### src/rtl/rtc_pkg.sv
package rtc_pkg;
   localparam int unsigned NF    = 6;
   localparam int unsigned F_SEC = 0;
   localparam int unsigned F_MIN = 1;
   localparam int unsigned F_HR  = 2;
   localparam int unsigned F_DAY = 3;
   localparam int unsigned F_MON = 4;
   localparam int unsigned F_YR  = 5;

   localparam logic [7:0] A_TIME  = 8'h00;
   localparam logic [7:0] A_ALARM = 8'h20;
   localparam logic [7:0] A_CTRL  = 8'h40;
   localparam logic [7:0] A_STAT  = 8'h44;
   localparam logic [7:0] A_IE    = 8'h48;

   typedef logic [NF-1:0][7:0] rtc_fields_t;

   localparam rtc_fields_t RESET_TIME = {8'h00, 8'h01, 8'h01, 8'h00, 8'h00, 8'h00};

   function automatic logic [7:0] bcd_inc(input logic [7:0] v);
      if (v[3:0] == 4'h9) return {v[7:4] + 4'h1, 4'h0};
      else                return {v[7:4], v[3:0] + 4'h1};
   endfunction

   function automatic logic leap_year(input logic [7:0] y);
      if (y[4]) return (y[3:0] == 4'h2) || (y[3:0] == 4'h6);
      else      return (y[3:0] == 4'h0) || (y[3:0] == 4'h4) || (y[3:0] == 4'h8);
   endfunction

   function automatic logic [7:0] month_len(input logic [7:0] mon, input logic [7:0] yr);
      case (mon)
         8'h02:                      return leap_year(yr) ? 8'h29 : 8'h28;
         8'h04, 8'h06, 8'h09, 8'h11: return 8'h30;
         default:                    return 8'h31;
      endcase
   endfunction
endpackage

### src/rtl/rtc_divider.sv
module rtc_divider #(
   parameter int unsigned TICKS = 32768
) (
   input  logic clk_i,
   input  logic rst_ni,
   input  logic tick_i,
   input  logic run_i,
   input  logic restart_i,
   output logic step_o,
   output logic busy_o
);
   localparam int unsigned CW = $clog2(TICKS);
   localparam logic [CW-1:0] LAST = CW'(TICKS - 1);

   if (TICKS < 2) begin : g_bad_ticks
      $error("rtc_divider: TICKS must be at least 2");
   end

   logic [CW-1:0] cnt_q;

   assign busy_o = run_i && (cnt_q == LAST);
   assign step_o = busy_o && tick_i && !restart_i;

   always_ff @(posedge clk_i or negedge rst_ni) begin
      if (!rst_ni)              cnt_q <= '0;
      else if (restart_i)       cnt_q <= '0;
      else if (run_i && tick_i) cnt_q <= (cnt_q == LAST) ? '0 : cnt_q + 1'b1;
   end
endmodule

### src/rtl/rtc_calendar.sv
module rtc_calendar
   import rtc_pkg::*;
(
   input  logic          clk_i,
   input  logic          rst_ni,
   input  logic          step_i,
   input  logic [NF-1:0] wr_i,
   input  logic [7:0]    wdata_i,
   output rtc_fields_t   time_o,
   output logic          roll_min_o,
   output logic          roll_hr_o,
   output logic          roll_day_o
);
   rtc_fields_t tm_q, tm_d;
   logic wrap_s, wrap_m, wrap_h, wrap_d, wrap_mo;

   always_comb begin
      wrap_s  = tm_q[F_SEC] == 8'h59;
      wrap_m  = tm_q[F_MIN] == 8'h59;
      wrap_h  = tm_q[F_HR]  == 8'h23;
      wrap_d  = tm_q[F_DAY] == month_len(tm_q[F_MON], tm_q[F_YR]);
      wrap_mo = tm_q[F_MON] == 8'h12;
      tm_d = tm_q;
      if (step_i) begin
         tm_d[F_SEC] = wrap_s ? 8'h00 : bcd_inc(tm_q[F_SEC]);
         if (wrap_s) begin
            tm_d[F_MIN] = wrap_m ? 8'h00 : bcd_inc(tm_q[F_MIN]);
            if (wrap_m) begin
               tm_d[F_HR] = wrap_h ? 8'h00 : bcd_inc(tm_q[F_HR]);
               if (wrap_h) begin
                  tm_d[F_DAY] = wrap_d ? 8'h01 : bcd_inc(tm_q[F_DAY]);
                  if (wrap_d) begin
                     tm_d[F_MON] = wrap_mo ? 8'h01 : bcd_inc(tm_q[F_MON]);
                     if (wrap_mo)
                        tm_d[F_YR] = (tm_q[F_YR] == 8'h99) ? 8'h00 : bcd_inc(tm_q[F_YR]);
                  end
               end
            end
         end
      end
      for (int i = 0; i < NF; i++)
         if (wr_i[i]) tm_d[i] = wdata_i;
   end

   always_ff @(posedge clk_i or negedge rst_ni) begin
      if (!rst_ni) tm_q <= RESET_TIME;
      else         tm_q <= tm_d;
   end

   assign time_o     = tm_q;
   assign roll_min_o = step_i && wrap_s;
   assign roll_hr_o  = roll_min_o && wrap_m;
   assign roll_day_o = roll_hr_o && wrap_h;
endmodule

### src/rtl/rtc_alarm_match.sv
module rtc_alarm_match
   import rtc_pkg::*;
(
   input  rtc_fields_t now_i,
   input  rtc_fields_t alarm_i,
   output logic        match_o
);
   logic [NF-1:0] eq;

   for (genvar g = 0; g < NF; g++) begin : g_fld
      assign eq[g] = (now_i[g] == alarm_i[g]);
   end

   assign match_o = &eq;
endmodule

### src/rtl/bcd_rtc_top.sv
module bcd_rtc_top
   import rtc_pkg::*;
#(
   parameter int unsigned TICKS_PER_SEC = 32768,
   parameter int unsigned ADDR_W        = 8
) (
   input  logic              clk_i,
   input  logic              rst_ni,
   input  logic              tick_i,
   input  logic [ADDR_W-1:0] addr_i,
   input  logic              wr_i,
   input  logic [7:0]        wdata_i,
   output logic [7:0]        rdata_o,
   output logic              irq_tick_o,
   output logic              irq_alarm_o
);
   if (ADDR_W < 7) begin : g_bad_addr
      $error("bcd_rtc_top: ADDR_W must reach the interrupt enable register");
   end

   logic [NF-1:0] tm_wr, al_wr;
   rtc_fields_t   tm_q, alarm_q;
   logic          time_wr, stat_wr, ctrl_wr, ie_wr;
   logic          run_q, ie_tick_q, ie_alarm_q, alarm_f_q, pwr_f_q, match_q;
   logic          sec_step, busy, match, roll_min, roll_hr, roll_day;
   logic [3:0]    evt_q;

   for (genvar g = 0; g < NF; g++) begin : g_fld
      assign tm_wr[g] = wr_i && (addr_i == ADDR_W'(A_TIME + 4 * g));
      assign al_wr[g] = wr_i && (addr_i == ADDR_W'(A_ALARM + 4 * g));
      always_ff @(posedge clk_i or negedge rst_ni) begin
         if (!rst_ni)      alarm_q[g] <= 8'h00;
         else if (al_wr[g]) alarm_q[g] <= wdata_i;
      end
   end

   assign time_wr = |tm_wr;
   assign ctrl_wr = wr_i && (addr_i == ADDR_W'(A_CTRL));
   assign stat_wr = wr_i && (addr_i == ADDR_W'(A_STAT));
   assign ie_wr   = wr_i && (addr_i == ADDR_W'(A_IE));

   rtc_divider #(.TICKS(TICKS_PER_SEC)) i_div (
      .clk_i, .rst_ni, .tick_i, .run_i(run_q), .restart_i(time_wr),
      .step_o(sec_step), .busy_o(busy)
   );

   rtc_calendar i_cal (
      .clk_i, .rst_ni, .step_i(sec_step), .wr_i(tm_wr), .wdata_i,
      .time_o(tm_q), .roll_min_o(roll_min), .roll_hr_o(roll_hr), .roll_day_o(roll_day)
   );

   rtc_alarm_match i_match (.now_i(tm_q), .alarm_i(alarm_q), .match_o(match));

   always_ff @(posedge clk_i or negedge rst_ni) begin
      if (!rst_ni) begin
         run_q      <= 1'b0;
         ie_tick_q  <= 1'b0;
         ie_alarm_q <= 1'b0;
         alarm_f_q  <= 1'b0;
         pwr_f_q    <= 1'b1;
         match_q    <= 1'b0;
         evt_q      <= '0;
      end else begin
         match_q <= match;
         if (ctrl_wr) run_q <= wdata_i[0];
         if (ie_wr) begin
            ie_tick_q  <= wdata_i[2];
            ie_alarm_q <= wdata_i[3];
         end
         if (match && !match_q)           alarm_f_q <= 1'b1;
         else if (stat_wr && wdata_i[6])  alarm_f_q <= 1'b0;
         if (stat_wr && wdata_i[7])       pwr_f_q   <= 1'b0;
         if (sec_step)    evt_q <= {roll_day, roll_hr, roll_min, 1'b1};
         else if (tick_i) evt_q <= '0;
      end
   end

   always_comb begin
      rdata_o = 8'h00;
      for (int i = 0; i < NF; i++) begin
         if (addr_i == ADDR_W'(A_TIME + 4 * i))  rdata_o = tm_q[i];
         if (addr_i == ADDR_W'(A_ALARM + 4 * i)) rdata_o = alarm_q[i];
      end
      if (addr_i == ADDR_W'(A_CTRL)) rdata_o = {7'b0, run_q};
      if (addr_i == ADDR_W'(A_STAT)) rdata_o = {pwr_f_q, alarm_f_q, evt_q, run_q, busy};
      if (addr_i == ADDR_W'(A_IE))   rdata_o = {4'b0, ie_alarm_q, ie_tick_q, 2'b0};
   end

   assign irq_tick_o  = evt_q[0] && ie_tick_q;
   assign irq_alarm_o = alarm_f_q && ie_alarm_q;
endmodule

### config.mk
export PLATFORM = sky130hd
export DESIGN_NAME = bcd_rtc_top
export DESIGN_NICKNAME = d
export VERILOG_FILES = /design/src/rtl/rtc_pkg.sv /design/src/rtl/rtc_divider.sv /design/src/rtl/rtc_calendar.sv /design/src/rtl/rtc_alarm_match.sv /design/src/rtl/bcd_rtc_top.sv
export SDC_FILE = /design/constraint.sdc
export NUM_CORES = 1
export LEC_CHECK = 0
export BUFFER_PORTS_ARGS = -buffer_cell sky130_fd_sc_hd__buf_2
export CORE_MARGIN = 2
export CORE_UTILIZATION = 63
export CTS_CLUSTER_DIAMETER = 50
export DETAILED_ROUTE_END_ITERATION = 12
export GPL_TIMING_DRIVEN = 0
export PLACE_DENSITY = 0.81
export SLEW_MARGIN = 5
export SYNTH_ARGS = -nofsm -noshare
export SYNTH_HDL_FRONTEND = slang
export SYNTH_SLANG_ARGS = --single-unit
### constraint.sdc
create_clock -name clk_i -period 3.8 [get_ports clk_i]
set_input_delay 0.57 -clock clk_i [delete_from_list [all_inputs] [get_ports clk_i]]
set_output_delay 0.57 -clock clk_i [all_outputs]
set_load 0.005 [all_outputs]
# --- Word-level counts from Yosys, hierarchy flattened ---
# Index checks and enable logic that the tools add are counted.
totals:
  word_cells: 209
  in_bits: 20
  reg_bits: 121
  output_inout_bits: 10
classes:
  eq_ne: 42
  reduce_logical: 78
  n_addsub: 13
  n_mux: 50
ops:
  columns: ["operator", "n"]
  rows:
  - ["$mux W8", 34]
  - ["$eq A8 B6 Y1 const B", 7]
  - ["$eq A8 B8 Y1", 7]
  - ["$add A4 B1 Y4 const B", 12]
  - ["$mux W48", 1]
  - ["$reduce_bool A2 Y1", 24]
  - ["$mux W15", 3]
  - ["$eq A8 B7 Y1 const B", 5]
  - ["$mux W40", 1]
  - ["$eq A8 B5 Y1 const B", 4]
  - ["$mux W32", 1]
  - ["$eq A4 B4 Y1 const B", 7]
  - ["$logic_and A1 B1 Y1", 27]
  - ["$eq A8 B3 Y1 const B", 3]
  - ["$eq A8 B4 Y1 const B", 3]
  - ["$mux W24", 1]
  - ["$reduce_and A6 Y1", 3]
  - ["$reduce_bool A3 Y1", 6]
  - ["$mux W16", 1]
  - ["$pmux W8 S2", 1]
  - ["$add A15 B1 Y15 const B", 1]
  - ["$eq A15 B15 Y1 const B", 1]
  - ["$reduce_and A5 Y1", 2]
  - ["$eq A4 B3 Y1 const B", 2]
  - ["15 further kinds", 26]

# --- Depth between registers and ports, before layout ---
# Gate-level depths: netlist of run 1.
depth:
  depth_word: 16
  ltp_mapped: 10
  mapped_depth_nobuf: 9

# --- Cells and area by module ---
# Synthesis of run 1 repeated with hierarchy kept, for this count alone.
hier_totals:
  hier_cells: 913
  hier_area_um2: 8569.5
modules_own_cells:
  columns: ["mod", "cells_per_inst", "instances", "seq_area_each_um2", "area_per_inst_um2"]
  rows:
  - ["bcd_rtc_top", 366, 1, 1452.6, 3813.7]
  - ["rtc_calendar", 389, 1, 1203.7, 3355.7]
  - ["rtc_divider", 94, 1, 375.4, 875.8]
  - ["rtc_alarm_match", 64, 1, 0.0, 524.3]

# --- Least setup slack after synthesis of run 1 ---
# No wires, ideal clock.
synth_path:
  path_type: "input-to-output"
  from: "in addr_i[4]"
  to: "out rdata_o[2]"
  path_stages: 9
  arrival_ps: 2477
  path_buffers: 2
  required_time_ps: 3230
  path_slack_ps: 753
  path_cell_list: "clkbuf_1 > or4b_2 > clkbuf_1 > nor2_1 > nand2_1 > and3_1 > o31ai_1 > o211ai_1 > nand2_1"
synth_between:
  elab_chain_cells: 16
  elab_cells_between_ends: 30
  classes_between: "eq/ne: 14; mux: 15; reduce/logical: 1"
synth_rtl:
  columns: ["element", "line", "text"]
  rows:
  - ["start: declaration", "bcd_rtc_top.sv:10", "input logic [ADDR_W-1:0] addr_i,"]
  - ["$logic_not A8 Y1", "bcd_rtc_top.sv:81", "if (addr_i == ADDR_W'(A_TIME + 4 * i)) rdata_o = tm_q[i];"]
  - ["$mux W8", "bcd_rtc_top.sv:81", null]
  - ["$mux W8", "bcd_rtc_top.sv:82", "if (addr_i == ADDR_W'(A_ALARM + 4 * i)) rdata_o = alarm_q[i];"]
  - ["$mux W8", "bcd_rtc_top.sv:81", null]
  - ["$mux W8", "bcd_rtc_top.sv:82", null]
  - ["$mux W8", "bcd_rtc_top.sv:81", null]
  - ["$mux W8", "bcd_rtc_top.sv:82", null]
  - ["$mux W8", "bcd_rtc_top.sv:81", null]
  - ["$mux W8", "bcd_rtc_top.sv:82", null]
  - ["$mux W8", "bcd_rtc_top.sv:81", null]
  - ["$mux W8", "bcd_rtc_top.sv:82", null]
  - ["$mux W8", "bcd_rtc_top.sv:81", null]
  - ["$mux W8", "bcd_rtc_top.sv:82", null]
  - ["$mux W8", "bcd_rtc_top.sv:84", "if (addr_i == ADDR_W'(A_CTRL)) rdata_o = {7'b0, run_q};"]
  - ["$mux W8", "bcd_rtc_top.sv:85", "if (addr_i == ADDR_W'(A_STAT)) rdata_o = {pwr_f_q, alarm_f_q, evt_q, run_q, busy};"]
  - ["$mux W8 *", "bcd_rtc_top.sv:86", "if (addr_i == ADDR_W'(A_IE)) rdata_o = {4'b0, ie_alarm_q, ie_tick_q, 2'b0};"]
  - ["end: declaration", "bcd_rtc_top.sv:13", "output logic [7:0] rdata_o,"]
# Mark *: on every way between the ends. The rest lies on a longest branch, timed or not.

# --- Worst setup path in the final report of run 1 ---
layout_path:
  from: "in addr_i[1]"
  to: "out rdata_o[0]"
# The elaborated chain is that of the path after synthesis.

==> key figures, run 1 <==
Setup path
  • CP endpoint kind: output port
  • Critical path fanouts, max: 8
  • Crit path required time: 3230 ps
  • Buf/Inv on CP: 2
  • Critical path's slowest cell: nor2_1
  • Max stage delay on crit path: a little over 600 ps
  • Crit-path cells: clkbuf_1 > nor2_1 > nand3_1 > nor2_1 > a221o_1 > a221oi_1 > a221oi_1 > buf_2
  • Worst Path Arrival: between 3000 and 4000 ps
  • Startpoint types: input pin
  • Critical path's top delay family: simple AND/OR/NAND/NOR gates
  • Crit Path Class: input pin to output port

Placement
  • Post-DP Area: between 0.008 and 0.009 sq mm
  • RD Place Congestion: roughly 1.0
  • Count of input and output buffers: 24
  • Hpwl dp: ~19000 um

STA
  • Rel. slew slack: between 10% and 20%
  • Max Clock Freq: 264 MHz
  • Final Hold Fails: 0
  • Fin Hold WS: ~85 ps
  • Setup tns final: 0 ps
  • Clock skew: 8.01 ps
  • Worst Max-Slew Pin Slew: 1320 ps
  • Slew Viols, Final: 0
  • Period Utilization, post-route: between 90% and 100%
  • Final setup viols: 0
  • Crit path time final: 3790 ps
  • RSZ-0062 raised after global routing: no

Pwr
  • Peak VDD IR: ~0.00032 V
  • Internal: between 2 and 2.5 mW
  • Net Sw Frac: between 20% and 30%
  • P per Cell Area: 383 mW/mm^2
  • Lkg Pwr: between 4 and 5 nW
  • Share of power burned in registers: 43.3%
  • Psw: slightly below 1 mW
  • Pwr Total: 3.41 mW
  • Combinational share of power: between 10% and 20%
  • Clock power share: between 40 and 50%

Detailed routing
  • Antenna viol nets, final: 0
  • DR DRC count: 0
  • Wire per inst: roughly 24 um
  • Pre-Repair DR Iteration Count: 6
  • DR iter-0 viols: just over 1000
  • Vias per inst: just under 7
  • Via count: about 7600
  • WL final: 26900 um

Global route
  • First-pass GRT wire length: 41900 um
  • Met1 usage: a little under three fifths
  • Total congestion overflow: 0
  • Initial antenna violation count: 0
  • Gr usage total: around 42%
  • Busiest grt layer: met2
  • Met3 usage: 9.70%
  • Largest net degree at the start of global routing: 70
  • Vias in the first global route: around 7500
  • Met2 global-route usage: between 60% and 70%

Clock network
  • Clk root buf: clkbuf_16
  • Postcts setup bufs: 0
  • Clock Latency Late Sink: ~440 ps
  • CTS tree: done
  • Worst-path clk slew: 50 ps
  • CTS Buf Count: 17
  • Hold buffer count at cts: 0
  • Clock Sinks: around 120
  • Longest Clk Path Bufs: 2
  • CTS H-tree lvls: 4

Yosys
  • Top cell type's share of synthesized area: a little under two fifths
  • Area of the mapped netlist: 0.00792 sq mm
  • Top post-synthesis cells by area: dfrtp_1 37%, mux2_2 7.8%, xor2_1 6.3%
  • Commonest cells post-synth: 118 x dfrtp_1, 87 x nor2_1, 78 x nand2_1
  • Synthesized flop and latch total: around 120
  • Post-Synth Adder-Cell Area: between 2 and 3%
  • Synth Area in Compound Gates: between 10% and 20%
  • Synth async-reset ratio: 100%
  • Number of synthesized flops with an enable pin: 0
  • Synth Area in Simple Gates: a little under a quarter
  • Avg Inst Size Synth: 9.04 sq um
  • Cell count after synthesis: 876
  • Syn Nets: 913
  • Sequential-to-total area share from yosys stat: a little under two fifths
  • Most common cell in the netlist: dfrtp_1
  • XOR/XNOR Fraction of Synth Area: about 7.1%
  • Dominant synthesized flop cell: dfrtp_1
  • Post-synth top area cell: dfrtp_1
  • Synth warn: 0
  • Distinct cells, synth: 77
  • Combinational family with the most area after synthesis: simple AND/OR/NAND/NOR gates
  • Post-synthesis mux area share: 9.08%

Floorplan
  • Starting Density: about two thirds
  • CORE AREA: 0.0122 sq mm
  • Top Ports: 30
  • Die Y: 116 um
  • Die area: 0.0135 sq mm
  • Die span in x: between 100 and 150 um
  • Rows: 40

Final layout
  • Final #Nets: between 900 and 1000
  • Antenna Cells: 0
  • Layout cells sized above 1: about 16%
  • Layout overhead on the synthesized area: 12.3%
  • Design area: 0.00890 sq mm

Min path
  • Worst min path class: input pin to async pin

Status
  • Outcome: completed

Run
  • Max-cap violation count: 0
through the flow:
stage                     util [%]  std cells  setup slack, ps
after floorplan                  -        876              753
after global placement        67.9       1068             -358
after detailed placement      68.3       1070             -147
after CTS                     72.9       1101             14.8
after global routing          73.2       1100             11.4
final                         73.2       1100             6.50
registers in the layout, indices dropped and copies added, names as in the netlist:
signal	count
alarm_f_q	1
alarm_q	48
ie_tick_q	1
ie_alarm_q	1
pwr_f_q	1
i_cal.time_o	48
match_q	1
evt_q	4
i_div.cnt_q	15
run_q	1
per-layer routing:
metal | vias up | routed length, um
li1 | 3313 | -
met1 | 3693 | 10500
met2 | 502 | 12200
met3 | 135 | 2700
met4 | 0 | 1500
met5 | - | 0
worst paths after layout:
check | startpoint | endpoint | slack [ps] | depth (start not counted)
max in group asynchronous | rst_ni | i_cal.time_o[24]$_DFFE_PN1P_ | 3010 | 2
worst max register to register | i_div.cnt_q[0]$_DFFE_PN0P_ | i_cal.time_o[40]$_DFFE_PN0P_ | 350 | 9
min in group clk_i | tick_i | evt_q[0]$_DFFE_PN0P_ | 400 | 2
worst min register to register | pwr_f_q$_DFFE_PN1P_ | pwr_f_q$_DFFE_PN1P_ | 440 | 2
worst max-delay path | addr_i[1] | rdata_o[0] | 7 | 8
worst min-delay path | rst_ni | i_cal.time_o[37]$_DFFE_PN0P_ | 80 | 1
layout make-up:
class / instances / area (sq um)
Sequential cell: 121 / 3030
Inverter: 20 / 75.1
Clock buffer: 20 / 447
Fill cell: 966 / 3260
Clock inverter: 11 / 100
Timing Repair Buffer: 26 / 161
Tap cell: 168 / 210
Multi-Input combinational cell: 683 / 4660
Buffer: 51 / 213
power by group through the flow:
stage               sequential (mW)  combinational, mW  clock [mW]
finish                         1.48              0.417        1.52
global route                   1.48              0.452        1.58
CTS                            1.47              0.403        1.51
detailed placement             1.49              0.397           0
global placement               1.48              0.375           0
floorplan                      1.45              0.258           0
timing repair:
| item | CTS | global route |
|---|---|---|
| hold endpoints to repair | 0 | 0 |
| pin swaps | 0 | 0 |
| cloned | 0 | 0 |
| setup endpoints to repair | 5 | 8 |
| gates resized for setup | 5 | 10 |
kinds of logic after synthesis:
kind of cell / count (synthesis)
compound gates: 191
xor+xnor: 64
fa+ha+maj: 17
buf+inv: 72
flops: 121
mux: 65
simple gates: 346
layout by cell type, fill, tap and decap left out, types with 4 or more instances in the layout:
cell	synthesis	final
and3_1	11	11
o22ai_1	7	7
xnor2_1	7	7
inv_1	20	20
a221oi_1	7	7
nand2_1	78	78
clkbuf_16	0	17
clkbuf_1	43	43
or4b_2	4	4
a22oi_1	17	17
a21oi_1	38	38
nand3b_1	7	7
o211ai_1	6	6
a31oi_1	18	18
nor4_1	24	22
dfrtp_1	118	118
nor3_1	18	18
buf_2	6	29
mux2i_1	10	10
o21ai_0	54	54
o311ai_1	4	4
ha_1	17	17
mux2_2	55	55
or3_1	9	9
nand4_1	15	15
clkinvlp_4	0	5
a222oi_1	4	4
or4_1	5	5
and2_1	12	12
nor2b_1	9	9
xor2_1	57	57
nor2_1	87	83
nand3_1	33	33
Power figures use the tool's default switching activity.
==> run 2: changes to the inputs <==
--- a/config.mk
+++ b/config.mk
@@ -6,12 +6,16 @@
 export NUM_CORES = 1
 export LEC_CHECK = 0
 export BUFFER_PORTS_ARGS = -buffer_cell sky130_fd_sc_hd__buf_2
+export CELL_PAD_IN_SITES_DETAIL_PLACEMENT = 1
+export CELL_PAD_IN_SITES_GLOBAL_PLACEMENT = 1
 export CORE_MARGIN = 2
-export CORE_UTILIZATION = 63
+export CORE_UTILIZATION = 49
 export CTS_CLUSTER_DIAMETER = 50
 export DETAILED_ROUTE_END_ITERATION = 12
 export GPL_TIMING_DRIVEN = 0
-export PLACE_DENSITY = 0.81
+export HOLD_SLACK_MARGIN = 0.02
+export MAX_ROUTING_LAYER = met4
+export PLACE_DENSITY_LB_ADDON = 0.1
 export SLEW_MARGIN = 5
 export SYNTH_ARGS = -nofsm -noshare
 export SYNTH_HDL_FRONTEND = slang
==> key figures, run 2 (synthesized netlist as in run 1, its figures left out) <==
Clock network
  • CTS H-tree lvls: 4 (unchanged)
  • Clk root buf: clkbuf_16
  • CTS Buf Count: 17 (unchanged)
  • Worst-path clk slew: 60 ps (about the same)
  • Longest Clk Path Bufs: 2 (unchanged)
  • Hold buffer count at cts: 0 (unchanged)
  • Clock Sinks: 121 (unchanged)
  • Clock Latency Late Sink: 430 ps (about the same)
  • CTS tree: done

Detailed routing
  • Pre-Repair DR Iteration Count: 5 (-1)
  • WL final: 30400 um (+13%)
  • Wire per inst: 26.4 um (+8.0%)
  • Vias per inst: 6.57 (-5.5%)
  • Antenna viol nets, final: 0 (unchanged)
  • DR DRC count: 0 (unchanged)
  • DR iter-0 viols: 732 (-28%)
  • Via count: 7571 (-0.94%)

Global route
  • First-pass GRT wire length: 47600 um (+14%)
  • Gr usage total: 37.1% (-5.1 points)
  • Initial antenna violation count: 1 (+1)
  • Largest net degree at the start of global routing: 79 (+13%)
  • Total congestion overflow: 0 (unchanged)
  • Vias in the first global route: 7960 (+6.7%)

Placement
  • Number of instances in the placed design: 1118 (+4.5%)
  • Hpwl dp: 21900 um (+14%)
  • Count of input and output buffers: 24 (unchanged)
  • Post-DP Area: 0.00836 sq mm (+0.72%)
  • RD Place Congestion: 0.973 (-4.3%)

Setup path
  • Critical path's slowest cell: or4_1
  • Crit-path cells: buf_2 > clkbuf_1 > or4_1 > clkbuf_2 > o21ai_0 > a32oi_1 > o21ai_0 > o21ai_1 > a2111oi_2 > a221o_1 > buf_2
  • Critical path's top delay family: compound AO/OA/AOI/OAI gates
  • Startpoint types: input pin
  • Crit path required time: 3230 ps (about the same)
  • Critical path launch point: addr_i[4]
  • Max stage delay on crit path: 560 ps (-50 ps)
  • Buf/Inv on CP: 4 (+2)
  • Worst Path Arrival: 3180 ps (-40 ps)
  • Crit Path Class: input pin to output port
  • CP endpoint kind: output port
  • Critical path fanouts, max: 10 (+2)
  • RR Startpoint: i_cal.time_o[1]$_DFFE_PN0P_

Final layout
  • Most frequent cells in the layout: 118 x dfrtp_1, 82 x nor2_1, 78 x nand2_1
  • Leading cell type in the layout, fill and taps excluded: dfrtp_1
  • Layout overhead on the synthesized area: 14.5%
  • Finished Layout Cells: 1153 (+4.8%)
  • Layout cells sized above 1: 17.2% (+0.89 points)
  • Fillers: 1849 (+91%)
  • Design area: 0.00907 sq mm (+1.9%)
  • Final #Nets: 962 (+0.52%)

Floorplan
  • Die Y: 131 um (+13%)
  • Starting Density: 50.1% (-15 points)
  • CORE AREA: 0.0158 sq mm (+30%)
  • Rows: 46 (+15%)
  • Die area: 0.0172 sq mm (+28%)
  • Top Ports: 30 (unchanged)
  • Die span in x: 131 um (+13%)

STA
  • Worst Max-Slew Pin Slew: 1010 ps (-304 ps)
  • Max Clock Freq: 267 MHz (+1.2%)
  • Slew Viols, Final: 0 (unchanged)
  • RSZ-0062 raised after global routing: yes
  • Final Hold Fails: 0 (unchanged)
  • Period Utilization, post-route: 98.7% (-1.1 points)
  • Clock skew: 7.54 ps (-0.470 ps)
  • Crit path time final: 3750 ps (-43.2 ps)
  • Rel. slew slack: 31.4% (+21 points)
  • Final setup viols: 0 (unchanged)

Pwr
  • Pwr Total: 3.58 mW (+5.1%)
  • Peak VDD IR: 0.000385 V (+20%)
  • P per Cell Area: 395 mW/mm^2 (+3.1%)
  • Lkg Pwr: 4.13 nW (+1.5%)

Min path
  • Worst min path class: input pin to async pin

Run
  • Max-cap violation count: 0 (unchanged)

Status
  • Outcome: completed
## run 2: final timing paths
| check | to | slack (ps) | cells after the start |
|---|---|---|---|
| worst max-delay path | rdata_o[6] | 50 | 11 |
| worst min-delay path | i_cal.time_o[33]$_DFFE_PN0P_ | 50 | 1 |
| worst max register to register | i_cal.time_o[39]$_DFFE_PN0P_ | 320 | 7 |
| worst min register to register | pwr_f_q$_DFFE_PN1P_ | 450 | 2 |
| max in group asynchronous | alarm_q[12]$_DFFE_PN0P_ | 2970 | 2 |
| min in group clk_i | alarm_q[4]$_DFFE_PN0P_ | 410 | 2 |
## run 2: final cells by class
| cell class | count | area [sq um] | area share (%) |
|---|---|---|---|
| Clock buffer | 19 | 453 | 4.99 |
| Buffer | 52 | 218 | 2.40 |
| Multi-Input combinational cell | 683 | 4680 | 51.6 |
| Sequential cell | 121 | 3030 | 33.4 |
| Tap cell | 216 | 270 | 2.98 |
| Timing Repair Buffer | 30 | 191 | 2.11 |
| Clock inverter | 11 | 149 | 1.64 |
| Inverter | 20 | 75.1 | 0.828 |
| Antenna cell | 1 | 2.50 | 0.0276 |
## run 2: repair_timing
action,in CTS,in global routing
endpoints found under the setup margin,7,5
pin swaps,0,2
setup buffers,0,4
cloned,0,0
gates resized for setup,11,9
## run 2: report_power, final
part           leakage [nW]  switching (mW)  internal (mW)
sequential             1.63           0.113           1.36
combinational          2.22           0.268          0.161
clock                 0.287           0.621           1.06
## run 2: per-stage QoR
stage	TNS (ps)	util, %	worst slack, ps	hold WS [ps]
after floorplan	0	-	753	274
after detailed placement	-996	52.8	-248	436
after CTS	-39.1	56.9	-39.1	80.6
after global routing	-36.2	57.3	-30.2	92.5
final	0	57.3	49.7	53.9
after global placement	-1920	52.5	-725	432
## run 2: worst register-to-register path, cell delays in order, from the launching register on
cell and delay, ps:
dfrtp_1 370, clkbuf_1 220, nor4bb_1 910, nand4_1 390
nor4_2 630, nand2_2 280, o311ai_1 380, o311ai_1 160
## run 2: per-layer routing
metal  track usage [%]  wire length [um]  share of wire, %  up-vias
li1                  -                 -                 -     3330
met1              46.1             12700                42     3888
met2              60.4             14900                49      276
met3              6.98              1760               5.8       77
met4              14.5              1080               3.6        0
met5                 -                 0                 0        -
==> run 3: changes to the inputs <==
--- a/config.mk
+++ b/config.mk
@@ -9,7 +9,8 @@
 export CELL_PAD_IN_SITES_DETAIL_PLACEMENT = 1
 export CELL_PAD_IN_SITES_GLOBAL_PLACEMENT = 1
 export CORE_MARGIN = 2
-export CORE_UTILIZATION = 49
+export CORE_UTILIZATION = 50
+export CTS_BUF_LIST = sky130_fd_sc_hd__clkbuf_4
 export CTS_CLUSTER_DIAMETER = 50
 export DETAILED_ROUTE_END_ITERATION = 12
 export GPL_TIMING_DRIVEN = 0
==> key figures, run 3 (synthesized netlist as in run 1, its figures left out) <==
Pwr
  • P per Cell Area: 326 mW/mm^2 (-18%)
  • Share of power burned in registers: 51.9% (+11 points)
  • Net Sw Frac: 32.7% (+4.7 points)
  • Psw: 927 uW (-7.4%)
  • Internal: 1.91 mW (-26%)
  • Clock power share: 33.3% (-14 points)
  • Lkg Pwr: 3.97 nW (-3.9%)
  • Peak VDD IR: 0.000235 V (-39%)
  • Combinational share of power: 14.8% (+2.8 points)

Min path
  • Worst min path class: input pin to flip-flop

Clock network
  • CTS Buf Count: 17 (unchanged)
  • Clock Latency Late Sink: 590 ps (+160 ps)
  • Clock Sinks: 121 (unchanged)
  • Clk root buf: clkbuf_4
  • Worst-path clk slew: 110 ps (+50 ps)
  • Longest Clk Path Bufs: 2 (unchanged)
  • Postcts setup bufs: 0 (unchanged)
  • CTS H-tree lvls: 4 (unchanged)
  • CTS tree: done

STA
  • Fin Hold WS: 241 ps (+187 ps)
  • Period Utilization, post-route: 99.6% (+0.86 points)
  • Crit path time final: 3780 ps (+32.6 ps)
  • Final setup viols: 0 (unchanged)
  • Clock skew: 20.1 ps (+12.6 ps)
  • Worst Max-Slew Pin Slew: 1260 ps (+242 ps)
  • Final Hold Fails: 0 (unchanged)
  • Max Clock Freq: 264 MHz (-0.86%)
  • Setup tns final: 0 ps (unchanged)
  • Slew Viols, Final: 0 (unchanged)
  • RSZ-0062 raised after global routing: yes
  • Rel. slew slack: 15.1% (-16 points)
  • Final worst setup slack: 17.1 ps (-32.6 ps)

Setup path
  • Crit Path Class: input pin to output port
  • Critical path's slowest cell: or4b_2
  • Critical path fanouts, max: 10 (unchanged)
  • CP endpoint kind: output port
  • Crit-path cells: buf_2 > clkbuf_1 > or4b_2 > buf_2 > nor2_4 > nand2_1 > and3_1 > o31ai_2 > o211ai_1 > nand2_1 > buf_2
  • Top cell by count, worst path: buf_2
  • Reg2reg setup slack: 360 ps (+40 ps)
  • Crit path required time: 3230 ps (about the same)
  • Max stage delay on crit path: 790 ps (+230 ps)
  • Startpoint types: input pin
  • Worst Path Arrival: 3210 ps (+30 ps)

Floorplan
  • CORE AREA: 0.0157 sq mm (-1.1%)
  • Top Ports: 30 (unchanged)
  • Die area: 0.0169 sq mm (-1.9%)
  • Starting Density: 50.6% (+0.55 points)
  • Die Y: 130 um (-0.98%)
  • Die span in x: 130 um (-0.98%)
  • Rows: 46 (unchanged)

Placement
  • RD Place Congestion: 1.01 (+4.2%)
  • Count of input and output buffers: 24 (unchanged)
  • Number of instances in the placed design: 1118 (unchanged)
  • Dpl ws: -262 ps (-14.2 ps)
  • Hpwl dp: 21400 um (-2.3%)

Status
  • Outcome: completed

Detailed routing
  • Antenna viol nets, final: 0 (unchanged)
  • Wire per inst: 25.2 um (-4.3%)
  • DR DRC count: 0 (unchanged)
  • Pre-Repair DR Iteration Count: 6 (+1)
  • Vias per inst: 6.50 (-1.0%)
  • WL final: 29100 um (-4.5%)
  • Via count: 7481 (-1.2%)
  • DR iter-0 viols: 520 (-29%)

Global route
  • Total congestion overflow: 0 (unchanged)
  • Vias in the first global route: 7708 (-3.2%)
  • Gr usage total: 36.9% (-0.26 points)
  • Largest net degree at the start of global routing: 85 (+7.6%)
  • Initial antenna violation count: 1 (unchanged)
  • First-pass GRT wire length: 44900 um (-5.7%)

Final layout
  • Most frequent cells in the layout: 118 x dfrtp_1, 83 x nor2_1, 78 x nand2_1
  • Multi-input logic area: 0.00467 sq mm (-0.16%)
  • Final #Nets: 958 (-0.42%)
  • Layout cells sized above 1: 16.8% (-0.39 points)
  • Layout overhead on the synthesized area: 9.98%
  • Finished Layout Cells: 1151 (-0.17%)
  • Leading cell type in the layout, fill and taps excluded: dfrtp_1
  • Fillers: 1882 (+1.8%)
  • Seq. cell area: 0.00303 sq mm (unchanged)

Run
  • Max-cap violation count: 0 (unchanged)
-- run 3: cell types whose count changed in the layout (fill, tap and decap cells not counted), moves of 2 or more --
cell	delta
buf_4	-4
clkbuf_4	+17
clkinv_2	+3
clkbuf_8	-2
clkbuf_16	-17
inv_6	+2
-- run 3: stage by stage --
| step | utilization (%) | cell area (sq um) | power [mW] |
|---|---|---|---|
| CTS | 55.5 | 8690 | 2.85 |
| global placement | 53.1 | 8310 | 1.87 |
| global route | 55.7 | 8710 | 2.95 |
| floorplan | - | 7920 | 1.71 |
| finish | 55.7 | 8710 | 2.84 |
| detailed placement | 53.4 | 8360 | 1.90 |
-- run 3: worst max-delay path, delay by kind of cell --
family          cells  cell delay, ps
buf+inv             4             720
compound gates      2             550
simple gates        5            1360
-- run 3: routing by layer --
layer | GRT usage [%] | routed length (um) | vias to the layer above
met5 | - | 0 | -
met4 | 15.7 | 1100 | 0
met3 | 5.90 | 1750 | 85
met2 | 58.3 | 13900 | 279
met1 | 47.1 | 12300 | 3798
li1 | - | - | 3319
-- run 3: power by group through the flow --
stage / Combinational [mW] / Clock [mW] / Sequential (mW)
after floorplan: 0.258 / 0 / 1.45
after global placement: 0.388 / 0 / 1.49
after detailed placement: 0.408 / 0 / 1.49
after CTS: 0.415 / 0.962 / 1.47
after global routing: 0.457 / 1.01 / 1.48
final: 0.420 / 0.944 / 1.47
-- run 3: layout make-up --
type	instances	share of cell area, %
antenna	1	0.0287
buffer	51	2.44
clock buffer	17	1.46
clock inverter	15	1.74
inverter	20	0.862
multi-input combinational	683	53.6
sequential	121	34.8
tap	216	3.10
timing repair buffer	27	1.97
-- run 3: worst paths after layout --
path | to | cells after the start | startpoint
worst max-delay path | rdata_o[2] | 11 | addr_i[4]
worst min register to register | pwr_f_q$_DFFE_PN1P_ | 2 | pwr_f_q$_DFFE_PN1P_
worst max register to register | i_cal.time_o[40]$_DFFE_PN0P_ | 9 | i_div.cnt_q[0]$_DFFE_PN0P_
min in group asynchronous | i_cal.time_o[34]$_DFFE_PN0P_ | 2 | rst_ni
max in group asynchronous | alarm_q[5]$_DFFE_PN0P_ | 3 | rst_ni
worst min-delay path | evt_q[0]$_DFFE_PN0P_ | 2 | tick_i
-- run 3: repair_timing --
item | CTS | global route
setup endpoints to repair | 5 | 6
hold buffers | 1 | 0
endpoints found under the hold margin | 35 | 0
gates resized for setup | 10 | 9
